[src/rtl/keyed_wdt.sv]
module keyed_wdt #(
  parameter int ADDR_W    = 4,
  parameter int BUSY_CYC  = 3,
  parameter int PULSE_CYC = 16,
  parameter int MAX_DIV   = 1024
) (
  input  logic              clk,
  input  logic              rst_n,
  input  logic [ADDR_W-1:0] reg_addr,
  input  logic              wr_en,
  input  logic [31:0]       wr_data,
  output logic [31:0]       rd_data,
  input  logic              rst_mask,
  output logic              rst_req
);
  localparam logic [ADDR_W-1:0] CNT_OFS = ADDR_W'(0);
  localparam logic [ADDR_W-1:0] CTL_OFS = ADDR_W'(4);
  localparam logic [15:0] CNT_KEY = 16'h5A5A;
  localparam logic [23:0] CTL_KEY = 24'hA5A5A5;
  localparam int BUSY_W  = $clog2(BUSY_CYC + 1);
  localparam int PULSE_W = $clog2(PULSE_CYC + 1);
  localparam int PRE_W   = $clog2(MAX_DIV);

  logic [15:0]        cnt_q, pend_val_q;
  logic               en_q, ovf_q, pend_cnt_q, pend_ctl_q;
  logic [2:0]         psel_q;
  logic [BUSY_W-1:0]  busy_q;
  logic [PULSE_W-1:0] pulse_q;
  logic [PRE_W-1:0]   pre_q, div_m1;

  wire busy   = busy_q != '0;
  wire hit_cn = wr_en && !busy && reg_addr == CNT_OFS && wr_data[31:16] == CNT_KEY;
  wire hit_ct = wr_en && !busy && reg_addr == CTL_OFS && wr_data[31:8] == CTL_KEY;
  wire apply  = busy_q == BUSY_W'(1);
  wire tick   = en_q && !apply && pre_q == div_m1;
  wire wrap   = tick && cnt_q == 16'hFFFF;

  always_comb begin
    case (psel_q)
      3'd0:    div_m1 = PRE_W'(0);
      3'd1:    div_m1 = PRE_W'(3);
      3'd2:    div_m1 = PRE_W'(15);
      3'd3:    div_m1 = PRE_W'(31);
      3'd4:    div_m1 = PRE_W'(63);
      3'd5:    div_m1 = PRE_W'(127);
      default: div_m1 = PRE_W'(MAX_DIV - 1);
    endcase
  end

  always_ff @(posedge clk or negedge rst_n) begin
    if (!rst_n) begin
      cnt_q <= '0; pend_val_q <= '0; pend_cnt_q <= 1'b0; pend_ctl_q <= 1'b0;
      en_q <= 1'b0; ovf_q <= 1'b0; psel_q <= '0;
      busy_q <= '0; pulse_q <= '0; pre_q <= '0;
    end else begin
      if (hit_cn || hit_ct) begin
        busy_q     <= BUSY_W'(BUSY_CYC);
        pend_cnt_q <= hit_cn;
        pend_ctl_q <= hit_ct;
        pend_val_q <= wr_data[15:0];
      end else if (busy) begin
        busy_q <= busy_q - 1'b1;
      end

      if (apply) begin
        pre_q <= '0;
        if (pend_cnt_q) cnt_q <= pend_val_q;
      end else if (en_q) begin
        pre_q <= tick ? '0 : pre_q + 1'b1;
        if (tick) cnt_q <= cnt_q + 1'b1;
      end

      if (wrap) begin
        en_q  <= 1'b0;
        ovf_q <= 1'b1;
      end
      if (apply && pend_ctl_q) begin
        en_q   <= pend_val_q[7];
        psel_q <= pend_val_q[2:0];
        if (!pend_val_q[4]) ovf_q <= 1'b0;
      end

      if (wrap) pulse_q <= PULSE_W'(PULSE_CYC);
      else if (pulse_q != '0) pulse_q <= pulse_q - 1'b1;
    end
  end

  always_comb begin
    case (reg_addr)
      CNT_OFS: rd_data = {16'h0, cnt_q};
      CTL_OFS: rd_data = {24'h0, en_q, 1'b0, busy, ovf_q, 1'b0, psel_q};
      default: rd_data = '0;
    endcase
  end

  assign rst_req = (pulse_q != '0) && !rst_mask;
endmodule

[config.mk]
export PLATFORM = sky130hd
export DESIGN_NAME = keyed_wdt
export DESIGN_NICKNAME = d
export VERILOG_FILES = /design/src/rtl/keyed_wdt.sv
export SDC_FILE = /design/constraint.sdc
export NUM_CORES = 1
export LEC_CHECK = 0
export ABC_AREA = 0
export CAP_MARGIN = 40
export CELL_PAD_IN_SITES_DETAIL_PLACEMENT = 2
export CELL_PAD_IN_SITES_GLOBAL_PLACEMENT = 2
export CORE_ASPECT_RATIO = 0.8
export CORE_MARGIN = 10
export CORE_UTILIZATION = 32
export DETAILED_ROUTE_END_ITERATION = 8
export PLACE_DENSITY = 0.85
export SLEW_MARGIN = 20
export SYNTH_ARGS = -nofsm -noshare
export SYNTH_HDL_FRONTEND = slang
export SYNTH_SLANG_ARGS = --single-unit
export TNS_END_PERCENT = 5
[constraint.sdc]
create_clock -name clk -period 2.45 [get_ports clk]
set_clock_uncertainty 0.15 [all_clocks]
set_input_delay 0.245 -clock clk [delete_from_list [all_inputs] [get_ports clk]]
set_output_delay 0.245 -clock clk [all_outputs]
set_load 0.01 [all_outputs]
==> results.sh <==
export IMPL_cts_buffers=5
export IMPL_fin_crit_sh=0.955
export IMPL_antenna_left=0
export IMPL_first_pass_iters=4
export IMPL_cts_max_level=2
export IMPL_whs_ns=0.314
export IMPL_design_core_area_um2=10800
export IMPL_pre_cts_ws_ns=-0.0692
export IMPL_sw_frac_of_total=0.307
export IMPL_seq_area_frac_synth=0.397
export IMPL_diodes=0
export IMPL_hp_class="input pin to async pin"
export IMPL_drt_initial_drc_count=139
export IMPL_syn_cell_area_um2=3530
export IMPL_yosys_warnings=0
export IMPL_start_util=0.327
export IMPL_status="finished clean"
export IMPL_p_comb_frac=0.228
export IMPL_clkPwrFrac=0.334
export IMPL_drcViolationCount=0
export IMPL_grt_pass1_vias=3632
export IMPL_synth_cell_types=70
export IMPL_fillers=1188
export IMPL_tightestPinTransition_ns=0.561
export IMPL_area_growth_pct=28.4
export IMPL_startpoint_type="input pin"
export IMPL_p_switching_uw=670
export IMPL_worstRegToRegCells=5
export IMPL_setup_viol_count_final=0
export IMPL_place_hpwl_um=9490
export IMPL_vias=3146
export IMPL_rsz0062_at_grt="no"
export IMPL_clkTransAtPathRegs_ns=0.07
export IMPL_grt_antenna_before_repair=0
export IMPL_timing_fmax_ghz=0.427
export IMPL_timing_slew_headroom=0.625
export IMPL_layout_drive_gt1_share=0.184
export IMPL_drv_slew=0
export IMPL_totalWireLength_um=12200
export IMPL_wl_per_cell_um=21.1
export IMPL_vias_per_cell=5.44
export IMPL_synth_async_reset_ratio=1.00
export IMPL_cap_violations=0
export IMPL_internal_power_mw=1.51
export IMPL_insertion_delay_ns=0.30
export IMPL_required_ns=2.06
export IMPL_mostFrequentLayoutCells="dfrtp_1, clkdlybuf4s50_1, nand2_1"
export IMPL_placed_area_um2=4360
export IMPL_cp_arrival_ns=1.94
export IMPL_vdd_drop_max_v=0.000231
export IMPL_p_leak_nw=1.91
export IMPL_die_w_um=137
export IMPL_reg2reg_slack_ns=0.14
export IMPL_finalHoldViolations=0
export IMPL_synth_edff_count=0
export IMPL_crit_type="input pin to output pin"
export IMPL_ios=73
export IMPL_fp_dieH_um=114
export IMPL_tritoncts="yes"
export IMPL_grt_max_degree=57
export IMPL_seq_area_um2=1400
export IMPL_synth_ff_type="dfrtp_1"
export IMPL_layout_commonest_cell="dfrtp_1"
export IMPL_syn_inst=360
export IMPL_fp_row_count=34
export IMPL_layout_min_cycle_time_ns=2.34
export IMPL_final_cells=578
export IMPL_overflow=0
export IMPL_clock_path_buffers=2
export IMPL_synth_avg_cell_area_um2=9.80
export IMPL_gp_congestion=0.790
export IMPL_multi_input_area_um2=1980
export IMPL_post_place_cells=569
export IMPL_end_kind="output pin"
export IMPL_final_area_um2=4530
export IMPL_power_density_nw_per_um2=482
export IMPL_clockRootBuffer="clkbuf_16"
export IMPL_seq_power_share=0.437
export IMPL_grt_usage=0.161
export IMPL_die_area_um2=15700
export IMPL_port_buffers=56
export IMPL_crit_fanout=17
export IMPL_synth_seq_cells=56
export IMPL_fin_ws_ns=0.111
export IMPL_num_nets_final=479
export IMPL_grt_pass1_wl_um=20100
export IMPL_cts_sinks=56
[what timing repair did]
item | CTS | global route
pin swaps | 0 | 0
hold endpoints to repair | 56 | 0
buffers inserted | 0 | 0
resized for setup | 2 | 4
hold buffers | 1 | 0
endpoints found under the setup margin | 6 | 12
[synth_stat cells (all sizes together), types with 9 or more instances]
library cell / count / share of area
and2: 14 / 0.025
buf: 21 / 0.045
dfrtp: 56 / 0.40
inv: 9 / 0.0096
mux2: 22 / 0.070
nand2: 50 / 0.053
nand3: 15 / 0.021
nand4: 9 / 0.018
nor2: 20 / 0.023
nor3: 13 / 0.022
o21ai: 15 / 0.023
o221ai: 12 / 0.052
[state kept, by name, indices dropped and copies added, names as in the netlist]
register	flops
psel_q	3
pend_val_q	16
busy_q	2
ovf_q	1
pulse_q	5
pend_ctl_q	1
pend_cnt_q	1
pre_q	10
en_q	1
cnt_q	16
[cell families after synthesis]
group                    Yosys count  share of synthesized area
XOR/XNOR                           6                     0.0149
AND/OR/NAND/NOR                  157                      0.250
other                              1                    0.00106
buffers and inverters             38                     0.0628
flip-flops                        56                      0.397
multiplexers                      23                     0.0731
adder cells (fa/ha/maj)            6                     0.0213
AO/OA/AOI/OAI                     73                      0.179
[worst max-delay path: stages]
cell             delay, ns
clkdlybuf4s50_1       0.47
nor4_4                0.35
buf_12                0.19
and2_1                0.13
clkdlybuf4s50_1       0.55
[final cells by class]
cell class,count,share of cell area
Tap cell,144,0.0398
Timing Repair Buffer,80,0.174
Sequential cell,56,0.309
Clock buffer,6,0.0284
Multi-Input combinational cell,281,0.437
Inverter,9,0.00745
Clock inverter,2,0.00359
[power by group through the flow]
stage               logic, mW  registers, mW  clock network, mW
global route            0.544          0.957              0.801
CTS                     0.499          0.956              0.760
global placement        0.459          0.971                  0
floorplan               0.276          0.970                  0
detailed placement      0.497          0.975                  0
finish                  0.499          0.955              0.730
[path summary, 6_finish.rpt]
path                                 startpoint                     end
setup / recovery                    reg_addr[1]              rd_data[9]
hold / removal                            rst_n  pulse_q[3]$_DFFE_PN0P_
setup reg to reg           pre_q[8]$_DFFE_PN0P_        en_q$_DFFE_PN0P_
hold reg to reg                 ovf_q$_DFF_PN0_         ovf_q$_DFF_PN0_
max in group asynchronous                 rst_n   cnt_q[14]$_DFFE_PN0P_
min in group clk                ovf_q$_DFF_PN0_         ovf_q$_DFF_PN0_
[layer usage]
metal	wire [µm]	track usage	up-vias
li1	-	-	1452
met1	5390	0.197	1600
met2	6060	0.276	80
met3	584	0.0373	14
met4	157	0.0442	0
met5	0	0	-
[metrics by stage]
stage | util | power, mW | TNS (ns)
2_1_floorplan | - | 1.25 | 0
3_3_place_gp | 0.403 | 1.43 | 0
3_5_place_dp | 0.403 | 1.47 | -0.329
4_1_cts | 0.418 | 2.22 | 0
5_1_grt | 0.419 | 2.30 | 0
6_report | 0.419 | 2.18 | 0
Note: power is estimated with default switching activity, not from simulation.
